==> src/rtl/adc_seq_pkg.sv <==
// Shared definitions for the ADC frame sequencer.
// Assumes the filter-length code is two bits wide.
package adc_seq_pkg;

    localparam int FILT_W = 2;   // filter-length code width
    localparam int SLOT_W = 2;   // holds slot counts 1..3

    // Map a filter-length code to slots per conversion; reserved code 3 acts as code 2.
    function automatic logic [SLOT_W-1:0] conv_slots(input logic [FILT_W-1:0] code);
        logic [SLOT_W-1:0] n;
        case (code)
            2'd0:    n = 2'd1;
            2'd1:    n = 2'd2;
            default: n = 2'd3;
        endcase
        return n;
    endfunction

endpackage

==> src/rtl/adc_seq_cfg_capture.sv <==
// Configuration capture for the frame sequencer.
// Samples the live settings when `load` is high (the settle slot that starts a
// frame) and holds them for the whole frame. A zero interval factor counts as 1.
module adc_seq_cfg_capture
    import adc_seq_pkg::*;
#(
    parameter int CNT_W = 4,
    parameter int PS_W  = 4,
    parameter int SC_W  = 4,
    localparam int IV_W = PS_W + SC_W
) (
    input  logic              clk,
    input  logic              rst_n,
    input  logic              load,
    input  logic [CNT_W-1:0]  cfg_conv_cnt,
    input  logic [FILT_W-1:0] cfg_filt_code,
    input  logic [PS_W-1:0]   cfg_pre_cnt,
    input  logic [SC_W-1:0]   cfg_sum_cnt,
    output logic [CNT_W-1:0]  conv_cnt_l,
    output logic [SLOT_W-1:0] slots_l,
    output logic [IV_W-1:0]   interval_l
);

    logic [PS_W-1:0] pre_eff;
    logic [SC_W-1:0] sum_eff;
    logic [IV_W-1:0] interval_nxt;

    // Replace zero factors by one and form the summation interval.
    always_comb begin
        pre_eff      = (cfg_pre_cnt == '0) ? PS_W'(1) : cfg_pre_cnt;
        sum_eff      = (cfg_sum_cnt == '0) ? SC_W'(1) : cfg_sum_cnt;
        interval_nxt = IV_W'(pre_eff) * IV_W'(sum_eff);
    end

    // Hold the frame configuration; update only on a frame start.
    always_ff @(posedge clk) begin
        if (!rst_n) begin
            conv_cnt_l <= '0;
            slots_l    <= SLOT_W'(1);
            interval_l <= IV_W'(1);
        end else if (load) begin
            conv_cnt_l <= cfg_conv_cnt;
            slots_l    <= conv_slots(cfg_filt_code);
            interval_l <= interval_nxt;
        end
    end

    // latched settings never move inside a frame.
    p_cfg_frozen_r9: assert property (@(posedge clk) disable iff (!rst_n)
        !load |=> ($stable(conv_cnt_l) && $stable(slots_l) && $stable(interval_l)));

    // latched slot count is always 1..3.
    p_slots_range_r2: assert property (@(posedge clk) disable iff (!rst_n)
        (slots_l != 2'd0));

endmodule

==> src/rtl/adc_seq_slot_timer.sv <==
// Slot timer for the frame sequencer.
// Steps through conv_cnt_l conversions of slots_l slots each, then one settle
// slot. Leaves settle only when the live conversion count is nonzero.
// Assumes conv_cnt_l and slots_l are stable for the whole frame.
module adc_seq_slot_timer
    import adc_seq_pkg::*;
#(
    parameter int CNT_W = 4
) (
    input  logic              clk,
    input  logic              rst_n,
    input  logic [CNT_W-1:0]  live_conv_cnt,
    input  logic [CNT_W-1:0]  conv_cnt_l,
    input  logic [SLOT_W-1:0] slots_l,
    output logic              load,
    output logic              settle,
    output logic [CNT_W-1:0]  chan,
    output logic              pass_start,
    output logic              store_strobe,
    output logic              frame_end
);

    logic              settle_q;
    logic              ended_q;
    logic [CNT_W-1:0]  idx_q;
    logic [SLOT_W-1:0] sub_q;
    logic              last_slot;
    logic              last_conv;

    // Decode the slot position inside the frame.
    always_comb begin
        load      = settle_q && (live_conv_cnt != '0);
        last_slot = !settle_q && (sub_q == slots_l - SLOT_W'(1));
        last_conv = (idx_q == conv_cnt_l - CNT_W'(1));
    end

    // Advance slot, conversion index and settle state.
    always_ff @(posedge clk) begin
        if (!rst_n) begin
            settle_q <= 1'b1;
            ended_q  <= 1'b0;
            idx_q    <= '0;
            sub_q    <= '0;
        end else begin
            ended_q <= last_slot && last_conv;
            if (settle_q) begin
                if (load) begin
                    settle_q <= 1'b0;
                    idx_q    <= '0;
                    sub_q    <= '0;
                end
            end else if (last_slot) begin
                sub_q <= '0;
                if (last_conv) begin
                    settle_q <= 1'b1;
                    idx_q    <= '0;
                end else begin
                    idx_q <= idx_q + CNT_W'(1);
                end
            end else begin
                sub_q <= sub_q + SLOT_W'(1);
            end
        end
    end

    // Drive the slot-level strobes.
    always_comb begin
        settle       = settle_q;
        chan         = idx_q;
        pass_start   = !settle_q && (idx_q == '0) && (sub_q == '0);
        store_strobe = last_slot;
        frame_end    = ended_q;
    end

    // the frame pulse appears only in settle and lasts one slot.
    p_sync_in_settle_r4: assert property (@(posedge clk) disable iff (!rst_n)
        frame_end |-> settle_q);
    p_sync_single_r4: assert property (@(posedge clk) disable iff (!rst_n)
        frame_end |=> !frame_end);
    // a pass start is never followed by another in the next slot.
    p_pass_once_r5: assert property (@(posedge clk) disable iff (!rst_n)
        pass_start |=> !pass_start);
    // the store of the final conversion is followed by the settle slot.
    p_settle_follows_r3: assert property (@(posedge clk) disable iff (!rst_n)
        (store_strobe && last_conv) |=> (settle_q && frame_end));
    // without a load, settle persists and nothing is strobed.
    p_idle_hold_r8: assert property (@(posedge clk) disable iff (!rst_n)
        (settle_q && !load) |=> (settle_q && !pass_start && !store_strobe));

endmodule

==> src/rtl/adc_seq_pass_counter.sv <==
// Summation-interval counter for the frame sequencer.
// Counts completed frames and flags the frame that closes each interval of
// interval_l frames. A count left above a newly lowered interval closes at once.
module adc_seq_pass_counter #(
    parameter int IV_W = 8
) (
    input  logic            clk,
    input  logic            rst_n,
    input  logic            frame_end,
    input  logic [IV_W-1:0] interval_l,
    output logic            xfer_busy
);

    logic [IV_W-1:0] cnt_q;
    logic            hit;

    // Detect the frame that closes the interval.
    always_comb begin
        hit       = frame_end && (cnt_q >= interval_l - IV_W'(1));
        xfer_busy = hit;
    end

    // Count frames, wrap at the end of each interval.
    always_ff @(posedge clk) begin
        if (!rst_n) begin
            cnt_q <= '0;
        end else if (frame_end) begin
            cnt_q <= hit ? '0 : cnt_q + IV_W'(1);
        end
    end

    // a transfer pulse restarts the count.
    p_cnt_clear_r10: assert property (@(posedge clk) disable iff (!rst_n)
        xfer_busy |=> (cnt_q == '0));
    // with no frame ending the count does not move.
    p_cnt_idle_r8: assert property (@(posedge clk) disable iff (!rst_n)
        !frame_end |=> $stable(cnt_q));

endmodule

==> src/rtl/adc_frame_seq.sv <==
// ADC multiplexer frame sequencer, top level.
// Clocked by the slot clock. Joins configuration capture, slot timer and
// summation-interval counter. Assumes configuration inputs are synchronous to clk.
module adc_frame_seq
    import adc_seq_pkg::*;
#(
    parameter int CNT_W = 4,
    parameter int PS_W  = 4,
    parameter int SC_W  = 4
) (
    input  logic              clk,
    input  logic              rst_n,
    input  logic [CNT_W-1:0]  cfg_conv_cnt,
    input  logic [1:0]        cfg_filt_code,
    input  logic [PS_W-1:0]   cfg_pre_cnt,
    input  logic [SC_W-1:0]   cfg_sum_cnt,
    output logic [CNT_W-1:0]  mux_chan,
    output logic              settle,
    output logic              frame_sync,
    output logic              pass_start,
    output logic              store_strobe,
    output logic [CNT_W-1:0]  store_chan,
    output logic              xfer_busy
);

    localparam int IV_W = PS_W + SC_W;

    logic              load;
    logic              frame_end;
    logic [CNT_W-1:0]  conv_cnt_l;
    logic [SLOT_W-1:0] slots_l;
    logic [IV_W-1:0]   interval_l;
    logic [CNT_W-1:0]  chan;

    adc_seq_cfg_capture #(.CNT_W(CNT_W), .PS_W(PS_W), .SC_W(SC_W)) i_cfg (
        .clk           (clk),
        .rst_n         (rst_n),
        .load          (load),
        .cfg_conv_cnt  (cfg_conv_cnt),
        .cfg_filt_code (cfg_filt_code),
        .cfg_pre_cnt   (cfg_pre_cnt),
        .cfg_sum_cnt   (cfg_sum_cnt),
        .conv_cnt_l    (conv_cnt_l),
        .slots_l       (slots_l),
        .interval_l    (interval_l)
    );

    adc_seq_slot_timer #(.CNT_W(CNT_W)) i_timer (
        .clk           (clk),
        .rst_n         (rst_n),
        .live_conv_cnt (cfg_conv_cnt),
        .conv_cnt_l    (conv_cnt_l),
        .slots_l       (slots_l),
        .load          (load),
        .settle        (settle),
        .chan          (chan),
        .pass_start    (pass_start),
        .store_strobe  (store_strobe),
        .frame_end     (frame_end)
    );

    adc_seq_pass_counter #(.IV_W(IV_W)) i_pass (
        .clk        (clk),
        .rst_n      (rst_n),
        .frame_end  (frame_end),
        .interval_l (interval_l),
        .xfer_busy  (xfer_busy)
    );

    // Route the timer outputs to the ports.
    always_comb begin
        mux_chan   = chan;
        store_chan = chan;
        frame_sync = frame_end;
    end

    // a store never happens in the settle slot.
    p_store_not_settle_r6: assert property (@(posedge clk) disable iff (!rst_n)
        store_strobe |-> !settle);
    // transfer pulses only coincide with the frame pulse.
    p_xfer_on_sync_r10: assert property (@(posedge clk) disable iff (!rst_n)
        xfer_busy |-> frame_sync);

endmodule

==> config.mk <==
export PLATFORM = sky130hd
export DESIGN_NAME = adc_frame_seq
export DESIGN_NICKNAME = d
export VERILOG_FILES = /design/src/rtl/adc_seq_pkg.sv /design/src/rtl/adc_seq_cfg_capture.sv /design/src/rtl/adc_seq_slot_timer.sv /design/src/rtl/adc_seq_pass_counter.sv /design/src/rtl/adc_frame_seq.sv
export SDC_FILE = /design/constraint.sdc
export NUM_CORES = 1
export LEC_CHECK = 0
export BUFFER_PORTS_ARGS = -buffer_cell sky130_fd_sc_hd__buf_2
export CAP_MARGIN = 15
export CORE_MARGIN = 3
export CORE_UTILIZATION = 60
export DETAILED_ROUTE_END_ITERATION = 16
export GPL_TIMING_DRIVEN = 0
export PLACE_DENSITY_LB_ADDON = 0.12
export SYNTH_ARGS = -nofsm -noshare
export SYNTH_HDL_FRONTEND = slang
export SYNTH_HIERARCHICAL = 1
export SYNTH_SLANG_ARGS = --single-unit
==> constraint.sdc <==
create_clock -name clk -period 6.4 [get_ports clk]
set_input_delay 0.32 -clock clk [delete_from_list [all_inputs] [get_ports clk]]
set_output_delay 0.32 -clock clk [all_outputs]
set_load 0.03 [all_outputs]
== After elaboration in Yosys (flattened, before gate mapping) ==
Cells that the tools add are included.

* Output and inout port bits: 13
* Bits in registers: 30
* Word-level logic and storage cells: 50
* Bits of input ports: 16
* Memory bits (read-only): 0
* Memories: 0
* Latch bits: 0
* Bits in writable memories: 0

* Bitwise logic cells: 0
* Multiplexer cells: 15
* Equal/unequal tests: 4
* Reductions and logical operators: 15
* $lt $le $gt $ge: 1
* Add/sub/neg operators: 6
* Shift-type cells: 0
* Divide/modulo/power cells: 0
* $mul: 1

{| class="wikitable"
|+ Operator list
! kind !! number
|-
| 4-bit 2-to-1 mux || 6
|-
| 4-bit logical NOT || 3
|-
| 8-bit by 1-bit adder with 8-bit output, second input constant || 1
|-
| 8-bit >= comparator || 1
|-
| 4-bit by 4-bit multiplier with 8-bit output || 1
|-
| 8-bit 2-to-1 mux || 1
|-
| 8-bit by 1-bit subtractor with 8-bit output, second input constant || 1
|-
| 1-bit logical AND || 6
|-
| 2-bit 2-to-1 mux || 3
|-
| 4-bit by 1-bit adder with 4-bit output, second input constant || 1
|-
| 4-bit == test || 1
|-
| 2-bit logical NOT || 2
|-
| 1-bit 2-to-1 mux || 4
|-
| 2-bit case mux with 2 select lines || 1
|-
| 4-bit nonzero test || 1
|-
| 4-bit by 1-bit subtractor with 4-bit output, second input constant || 1
|-
| 2-bit by 1-bit adder with 2-bit output, second input constant || 1
|-
| 2-bit by 1-bit == test with 1-bit output, second input constant || 1
|-
| 2-bit == test || 1
|-
| 2-bit != test, second input constant || 1
|-
| 2-bit AND reduction || 1
|-
| 2-bit nonzero test || 1
|-
| 2-bit by 1-bit subtractor with 2-bit output, second input constant || 1
|-
| 1-bit logical NOT || 1
|}

== Logic depth before layout (Yosys ltp) ==
Gate-level depths: netlist of run 1.

* Depth after elaboration: 5
* Mapped depth: 10

== Modules after synthesis ==
The synthesis of run 1 kept the hierarchy.

{| class="wikitable"
|+ Modules (own cells, without submodules)
! module !! area an instance (um^2) !! cells an instance !! instances
|-
| adc_seq_cfg_capture || 945.9 || 102 || 1
|-
| adc_seq_pass_counter || 691.9 || 76 || 1
|-
| adc_seq_slot_timer || 580.6 || 67 || 1
|-
| adc_frame_seq || 30.0 || 4 || 1
|}

== Least setup slack after synthesis of run 1 ==
No wires, ideal clock.

* Path type: input-to-reg
* From: input port cfg_pre_cnt[1]
* To: register i_cfg.interval_l[7]
* Library setup time: 0.119 ns
* Data arrival time: 2.701 ns
* Path slack: 3.579 ns
* Stages on the path: 9
* Path through: nor3_1 o21ai_0 fa_1 inv_1 fa_1 ha_1 a211oi_1 o2111a_1 nor3_1

* Cells in the longest elaborated chain, start to end: 3

{| class="wikitable"
|+ RTL lines
! what !! line !! text
|-
| start, declared || adc_frame_seq.sv:15 || <nowiki>input logic [PS_W-1:0] cfg_pre_cnt,</nowiki>
|-
| 4-bit logical NOT || adc_seq_cfg_capture.sv:30 || <nowiki>pre_eff = (cfg_pre_cnt == '0) ? PS_W'(1) : cfg_pre_cnt;</nowiki>
|-
| 4-bit 2-to-1 mux (*) || adc_seq_cfg_capture.sv:30 ||
|-
| 4-bit by 4-bit multiplier with 8-bit output (*) || adc_seq_cfg_capture.sv:32 || <nowiki>interval_nxt = IV_W'(pre_eff) * IV_W'(sum_eff);</nowiki>
|-
| end signal, assigned || adc_seq_cfg_capture.sv:44 || <nowiki>interval_l <= interval_nxt;</nowiki>
|-
| end, declared || adc_seq_cfg_capture.sv:21 || <nowiki>output logic [IV_W-1:0] interval_l</nowiki>
|}

Mark *: on every way between the ends. The rest lies on a longest branch, timed or not.
A chain may end at the register's enable or synchronous reset.

== Final worst setup path of run 1 ==
* From: register i_cfg.interval_l[4]
* To: output port xfer_busy

* Cells in the longest elaborated chain, start to end: 3

{| class="wikitable"
|+ RTL lines
! what !! line !! text
|-
| 8-bit by 1-bit subtractor with 8-bit output || adc_seq_pass_counter.sv:19 || <nowiki>hit = frame_end && (cnt_q >= interval_l - IV_W'(1));</nowiki>
|-
| 8-bit >= comparator || adc_seq_pass_counter.sv:19 ||
|-
| 1-bit logical AND || adc_seq_pass_counter.sv:19 ||
|-
| end, declared || adc_frame_seq.sv:23 || <nowiki>output logic xfer_busy</nowiki>
|}

No other way between the ends.

==> results of run 1 <==
==> cells by family after synthesis <==
logic type	count (synthesis)	synth area share, %
and+or+nand+nor	97	23.2
muxes	9	4.23
DFF	30	26.7
adders and majority gates	30	18.0
AOI/OAI and AO/OA	39	14.5
buffers and inverters	25	5.57
xor gates and xnor gates	19	7.74
==> layer usage <==
metal / GRT usage [%] / vias to the layer above / share of wire, %
li1: - / 960 / -
met1: 29.9 / 905 / 45
met2: 36.8 / 45 / 49
met5: 0 / - / 0
met3: 3.99 / 7 / 4.3
met4: 6.84 / 0 / 1.3
==> path summary, 6_finish.rpt <==
kind,start,cells after the start,endpoint,slack [ns]
max,i_cfg/interval_l[4],9,xfer_busy,3.27
min,cfg_conv_cnt[0],3,i_cfg/conv_cnt_l[0],0.29
max reg2reg,i_cfg/interval_l[4],8,i_pass/cnt_q[7],3.98
min reg2reg,i_cfg/conv_cnt_l[3],2,i_cfg/conv_cnt_l[3],0.51
==> cells in the mapped netlist, types with 2 or more instances <==
cell,n,share of area [%]
inv_1,13,2.2
nand4_1,2,0.56
and2_1,9,2.5
buf_4,5,1.7
o221ai_1,2,0.78
fa_1,4,3.6
o311ai_1,2,0.78
o21ai_0,4,0.89
buf_2,2,0.45
ha_1,26,14
dfxtp_1,30,27
o2111ai_1,4,1.6
nor4_1,4,1.1
clkbuf_1,2,0.33
xor2_1,5,1.9
nor2b_1,8,2.2
mux2i_1,8,3.6
and2b_2,2,0.78
a21oi_1,6,1.3
a211oi_1,8,2.7
xnor2_1,13,5.1
nor2_1,21,3.5
nand3_1,10,2.2
and3_1,2,0.56
nor3_1,8,1.8
nand2b_1,3,0.83
nand2_1,19,3.2
==> worst max-delay path, delay by kind of cell, from the launching register on <==
kind / cells / cell delay, ns
AO/OA/AOI/OAI: 2 / 0.59
AND/OR/NAND/NOR: 4 / 0.89
adder cells (fa/ha/maj): 1 / 0.34
XOR/XNOR: 1 / 0.17
buffers and inverters: 1 / 0.18
flip-flops: 1 / 0.35
==> through the flow <==
stage / cell area (sq um) / hold WS [ns] / setup WS [ns] / total power, W
CTS: 2540 / 0.286 / 3.29 / 0.000528
detailed placement: 2450 / 0.504 / 3.20 / 0.000371
finish: 2540 / 0.289 / 3.27 / 0.000524
floorplan: 2250 / 0.467 / 3.58 / 0.000335
global route: 2540 / 0.330 / 3.14 / 0.000554
global placement: 2450 / 0.498 / 3.28 / 0.000366
==> flip-flops by register name, indices dropped and copies added, names as in the netlist <==
signal / count
i_cfg/conv_cnt_l: 4
i_cfg/interval_l: 8
i_cfg/slots_l: 2
i_pass/cnt_q: 8
i_timer/chan: 4
i_timer/frame_end: 1
i_timer/settle: 1
i_timer/sub_q: 2
==> layout make-up <==
class / count / area, sq um / area share [%]
Sequential cell: 30 / 601 / 23.7
Buffer: 10 / 66.3 / 2.61
Tap cell: 46 / 57.6 / 2.27
Clock buffer: 7 / 86.3 / 3.40
Timing Repair Buffer: 28 / 140 / 5.52
Inverter: 15 / 58.8 / 2.32
Multi-Input combinational cell: 194 / 1520 / 60.0
Clock inverter: 1 / 5.00 / 0.197
==> power groups by stage <==
stage | combinational (W) | sequential (W) | clock, W
3_3_place_gp | 0.000150 | 0.000216 | 0
3_5_place_dp | 0.000155 | 0.000217 | 0
4_1_cts | 0.000156 | 0.000212 | 0.000160
5_1_grt | 0.000174 | 0.000214 | 0.000166
2_1_floorplan | 0.000119 | 0.000216 | 0
6_report | 0.000156 | 0.000212 | 0.000156
==> results by group, run 1 <==
Setup path
  – Crit path kind: reg2out
  – Arr. time, crit path: 2.81 ns
  – Worst path required time: 6.08 ns
  – Critical path peak fanout: 6
  – Crit path max-delay cell type: nor4_1
  – Cell Chain, Critical Path: nor4_1 > nand2_1 > xor2_1 > ha_1 > and2_1 > o2111ai_1 > o21ai_2 > and2_2 > buf_2
  – Slowest Stage Delay on Critical Path: 0.37 ns
  – Worst Setup End Kind: output pin
  – Crit path launch type: flip-flop

STA
  – Final Cycle Share: 48.9%
  – Fin. Hold Viols: 0
  – Slew HR: 31.5%
  – Total negative slack: 0 ns
  – Clock skew: just under 0.003 ns
  – Setup violators final: 0
  – Minimum clock period: 3.13 ns
  – Max frequency: 0.320 GHz
  – RSZ-0062 raised after global routing: no
  – Slew Limit Fails: 0
  – Worst-Margin Slew: approximately 1 ns

Run status
  – Outcome: finished, final reports clean

Clock network
  – Clock Path Buffers: 2
  – Clk_lat worst skew: 0.28 ns
  – Hold Buf Count CTS: 0
  – CTS buffer count: 5
  – Sink Count: 30
  – Gates resized, CTS repair: 0
  – Setup bufs post-CTS: 0
  – CTS tree: done
  – Clock transition at path regs: 0.06 ns
  – Root buffer cell: clkbuf_8
  – H-tree depth reported by CTS: 2

Drt
  – Number of remaining DRC errors: 0
  – Final WL: 4.42 mm
  – Drt initial violations: 68
  – Via density: 5.79
  – TritonRoute pass-1 iters: 4
  – Vias: 1917
  – Wirelength per Cell: 13.4 microns
  – Antenna Violating Nets Remaining: 0

Final layout
  – Layout cells sized above 1: 20.0%
  – Layout net count: 330
  – Non-filler cells, final: 331
  – Post-route core utilization: approximately 73%
  – Area Growth Syn to Fin: 12.9%
  – # fillers: 295
  – Diode count: 0
  – Most frequent cells in the layout: 30 x buf_2, 30 x dfxtp_1, 26 x ha_1

Yosys
  – Yosys cell types: 54
  – EDFF count, synth: 0
  – Synth Register Bits: 30
  – Async SR Flop Fraction: 0%
  – Synth warn: 6
  – Synth Flop Type: dfxtp_1
  – Post-Syn Area: 0.00225 sq mm
  – Cells after Synth: 249
  – Synth Net Count: 295
  – Mean post-synth cell area: 9.03 sq um
  – Sequential-to-total area share from yosys stat: between 20% and 30%

Power
  – Share of power burned in registers: 40.6%
  – Switching pwr: 0.000172 W
  – PD cells: 206 mW/mm^2
  – Switch share: 32.9%
  – Clock share of power: 29.7%
  – Leak: approximately 1.1 nW
  – Worst IR Drop VDD: 143 uV
  – Combinational share of power: 29.7%
  – Pint: 0.000351 W

Die
  – Num ports: 29
  – Die X-Extent: 67.2 microns
  – Initial Util: about 65%
  – Die height: 67.2 microns
  – Number of placement rows: 21
  – Die area: 0.00452 sq mm
  – Core area: between 0.003 and 0.004 sq mm

GRT
  – Largest net degree at the start of global routing: 11
  – Gr ovfl total: 0
  – Vias in the first global route: about 1700
  – Total track usage: between 20% and 30%
  – Initial antenna violation count: 0
  – First-pass GRT wire length: 7.78 mm

Place
  – DP Wirelength: between 3 and 4 mm
  – GP Congestion: 0.797
  – IO Port Bufs: 28
  – Post-Place Cells: 323

Worst hold path
  – Hold crit path type: in2reg

Flow run
  – Number of max-cap violations: 0
(Power assumes the default switching activity.)
==> run 2, diff against run 1 <==
Settings changed: ABC_AREA from default to 1, CORE_UTILIZATION 60 to 53.
Clock period 6.4 ns to 2.65 ns, I/O delays scaled along.
==> run 2 against run 1 <==
  * Count of clock-buffer cells in the layout shrank 1
  * Largest cell class unchanged
  * Cell area up 3.6%
  * Critical path depth is 5 higher
  * Hold slack got worse by 0.20 ns
==> results by group, run 2 <==
Yosys
  – Synth area leaders: dfxtp_1 26%, ha_1 14%, nand2_1 12%, inv_1 9.6%, nor2_1 8.1% (was dfxtp_1 27%, ha_1 14%, xnor2_1 5.1%, fa_1 3.6%, mux2i_1 3.6%)
  – Most frequent cell after synthesis: nand2_1 (was dfxtp_1)
  – Area leader, netlist: dfxtp_1 (unchanged)
  – Mean post-synth cell area: 6.70 sq um (was 9.03 sq um)
  – Async SR Flop Fraction: 0% (unchanged)
  – Post-Syn Area: 0.00232 sq mm (was 0.00225 sq mm)
  – Synth cell count leaders: 76 x nand2_1, 59 x inv_1, 50 x nor2_1 (was 30 x dfxtp_1, 26 x ha_1, 21 x nor2_1)
  – Synth Flop Type: dfxtp_1 (unchanged)
  – Synth Net Count: 392 (was 295)
  – Cells after Synth: 346 (was 249)
  – EDFF count, synth: 0 (unchanged)
  – Area share of the largest cell type after synthesis: 25.9% (was 26.7%)
  – Synth Register Bits: 30 (unchanged)
  – Sequential-to-total area share from yosys stat: 25.9% (was 26.7%)
  – Yosys cell types: 25 (was 54)
  – Synth warn: 6 (unchanged)

STA
  – RSZ-0062 raised after global routing: no (unchanged)
  – Slew HR: 80.6% (was 31.5%)
  – Clock skew: 0.0135 ns (was 0.00289 ns)
  – Slew Limit Fails: 0 (unchanged)
  – Worst-Margin Slew: 0.290 ns (was 1.02 ns)
  – Minimum clock period: approximately 2.5 ns
  – Fin. Hold Viols: 0 (unchanged)
  – Final Cycle Share: 93.1%
  – Max frequency: 0.405 GHz
  – Setup violators final: 0 (unchanged)

Clock network
  – CTS tree: done (unchanged)
  – Clock Path Buffers: 2 (unchanged)
  – H-tree depth reported by CTS: 2 (unchanged)
  – Setup bufs post-CTS: 0 (unchanged)
  – Clk_lat worst skew: 0.29 ns (was 0.28 ns)
  – CTS buffer count: 5 (unchanged)
  – Clock transition at path regs: 0.08 ns (was 0.06 ns)
  – Sink Count: 30 (unchanged)
  – Root buffer cell: clkbuf_8 (unchanged)

Drt
  – Wirelength per Cell: 10.1 microns (was 13.4 microns)
  – Antenna Violating Nets Remaining: 0 (unchanged)
  – Number of remaining DRC errors: 0 (unchanged)
  – Via density: 4.78 (was 5.79)
  – Final WL: 4.38 mm (was 4.42 mm)
  – Vias: 2066 (was 1917)
  – Drt initial violations: 110 (was 68)
  – TritonRoute pass-1 iters: 4 (unchanged)

Final layout
  – Area Growth Syn to Fin: 13.4% (was 12.9%)
  – # fillers: 386 (was 295)
  – Non-filler cells, final: 432 (was 331)
  – Biggest regs: i_cfg/interval_l (8), i_pass/cnt_q (8) (unchanged)
  – Commonest non-fill, non-tap cell in the layout: nand2_1
  – Post-route core utilization: 63.9% (was 73.2%)
  – Diode count: 0 (unchanged)
  – Layout cells sized above 1: 17.0% (was 20.0%)
  – Layout net count: 427 (was 330)
  – Most frequent cells in the layout: 76 x nand2_1, 58 x inv_1, 49 x nor2_1 (was 30 x buf_2, 30 x dfxtp_1, 26 x ha_1)

Setup path
  – Worst path required time: 2.85 ns (was 6.08 ns)
  – Crit path kind: in2reg (was reg2out)
  – FF-to-FF Start: i_cfg/interval_l[2] (was i_cfg/interval_l[4])
  – Worst Setup End Kind: flip-flop (was output pin)
  – Crit path launch type: primary input (was flip-flop)
  – Reg2reg end: i_pass/cnt_q[4] (was i_pass/cnt_q[7])
  – Reg2reg setup slack: 0.60 ns (was 3.98 ns)
  – Critical path peak fanout: 5 (was 6)
  – R2R depth: 11 (was 8)
  – Arr. time, crit path: 2.67 ns (was 2.81 ns)

Worst hold path
  – Hold Path Depth: 3 (unchanged)
  – Hold wc startpoint: cfg_filt_code[0] (was cfg_conv_cnt[0])
  – Hold crit path type: in2reg (unchanged)
  – Sink of the worst hold path: i_cfg/slots_l[1] (was i_cfg/conv_cnt_l[0])

Flow run
  – Number of max-cap violations: 0 (unchanged)

GRT
  – Gr ovfl total: 0 (unchanged)
  – Largest net degree at the start of global routing: 11 (unchanged)
  – Initial antenna violation count: 0 (unchanged)
  – Vias in the first global route: 1913 (was 1740)
  – First-pass GRT wire length: 7.98 mm (was 7.78 mm)
  – Total track usage: 19.2% (was 22.4%)

Power
  – Worst IR Drop VDD: 251 uV (was 143 uV)
  – Switch share: 33.9% (was 32.9%)
  – Share of power burned in registers: 40.3% (was 40.6%)
  – PD cells: 479 mW/mm^2 (was 206 mW/mm^2)
  – Switching pwr: 0.000427 W (was 0.000172 W)
  – Pint: 0.000831 W (was 0.000351 W)
  – Leak: 1.46 nW (was 1.11 nW)
  – Combinational share of power: 28.9% (was 29.7%)
  – Clock share of power: 30.8% (was 29.7%)

Die
  – Core area: 0.00412 sq mm (was 0.00347 sq mm)
  – Number of placement rows: 23 (was 21)
  – Die height: 72.1 microns (was 67.2 microns)
  – Num ports: 29 (unchanged)
  – Die X-Extent: 72.1 microns (was 67.2 microns)
  – Initial Util: 56.3% (was 64.8%)
  – Die area: 0.00520 sq mm (was 0.00452 sq mm)

Place
  – IO Port Bufs: 28 (unchanged)
  – Post-Place Cells: 424 (was 323)
  – GP Congestion: 0.820 (was 0.797)
  – DP Wirelength: 3.59 mm (was 3.46 mm)

Run status
  – Outcome: finished, final reports clean (unchanged)
## run 2: cell types whose count changed in the layout (fill, tap and decap cells not counted), sizes merged, moves of 9 or more
cell,previous run,this run
inv,15,62
and2,10,0
xnor2,14,5
nor2,21,53
nand3,10,23
nand2,19,82
a21oi,6,15
## run 2: layout make-up
cell class | count | area [sq um] | area share, %
Inverter | 63 | 238 | 9.04
Timing Repair Buffer | 28 | 143 | 5.43
Sequential cell | 30 | 601 | 22.8
Tap cell | 50 | 62.6 | 2.38
Clock inverter | 2 | 12.5 | 0.476
Multi-Input combinational cell | 245 | 1440 | 54.7
Clock buffer | 6 | 82.6 | 3.14
Buffer | 8 | 52.6 | 2.00
## run 2: power by group through the flow
stage,combinational [W],clock (W),sequential (W)
floorplan,0.000277,0,0.000519
global placement,0.000358,0,0.000515
detailed placement,0.000364,0,0.000516
CTS,0.000368,0.000401,0.000506
global route,0.000428,0.000413,0.000511
finish,0.000364,0.000388,0.000507
## run 2: cell families after synthesis
group / count (synthesis) / synth area share [%]
and+or+nand+nor: 172 / 32.2
AOI/OAI and AO/OA: 28 / 6.26
DFF: 30 / 25.9
xor gates and xnor gates: 15 / 5.67
adders and majority gates: 30 / 17.5
buffers and inverters: 71 / 12.5
## run 2: what timing repair did
action,in CTS,in global routing
hold endpoints to repair,0,0
endpoints found under the setup margin,0,1
hold buffers,0,0
resized for setup,0,5
## run 2: per-layer routing
metal,vias to the layer above,wire (microns),track usage [%]
met5,-,0,0
met4,0,61,6.89
met3,6,160,3.74
met2,30,1930,30.3
met1,892,2240,25.9
li1,1138,-,-
## run 2: worst max path at each step
stage / startpoint / endpoint / slack, ns / cells past startpoint
floorplan: cfg_pre_cnt[1] / i_cfg/interval_l[6] / 0.13 / 13
global placement: cfg_pre_cnt[1] / i_cfg/interval_l[6] / -0.11 / 14
detailed placement: cfg_pre_cnt[1] / i_cfg/interval_l[6] / -0.14 / 14
CTS: i_cfg/interval_l[0] / xfer_busy / 0.14 / 14
global route: i_cfg/interval_l[0] / xfer_busy / 0.02 / 14
finish: cfg_pre_cnt[1] / i_cfg/interval_l[6] / 0.18 / 14
## run 2: critical path, cell delays in order
cell and delay, ns:
buf_2 0.13, nor3_1 0.16, or2_1 0.15, nand2_1 0.08, fa_1 0.53, inv_1 0.06, fa_1 0.52, fa_1 0.47
nand3_1 0.12, a21oi_1 0.07, nor2_1 0.09, nand2_1 0.06, nand2_1 0.05, inv_1 0.03
## run 2: through the flow
step | setup TNS (ns) | hold WS (ns) | instance area [sq um] | worst slack (ns) | total power, W
after floorplan | 0 | 0.217 | 2320 | 0.130 | 0.000796
after global placement | -0.203 | 0.370 | 2520 | -0.108 | 0.000873
after detailed placement | -0.281 | 0.378 | 2520 | -0.138 | 0.000881
after CTS | 0 | 0.0819 | 2620 | 0.135 | 0.00127
after global routing | 0 | 0.105 | 2630 | 0.0162 | 0.00135
final | 0 | 0.0890 | 2630 | 0.183 | 0.00126
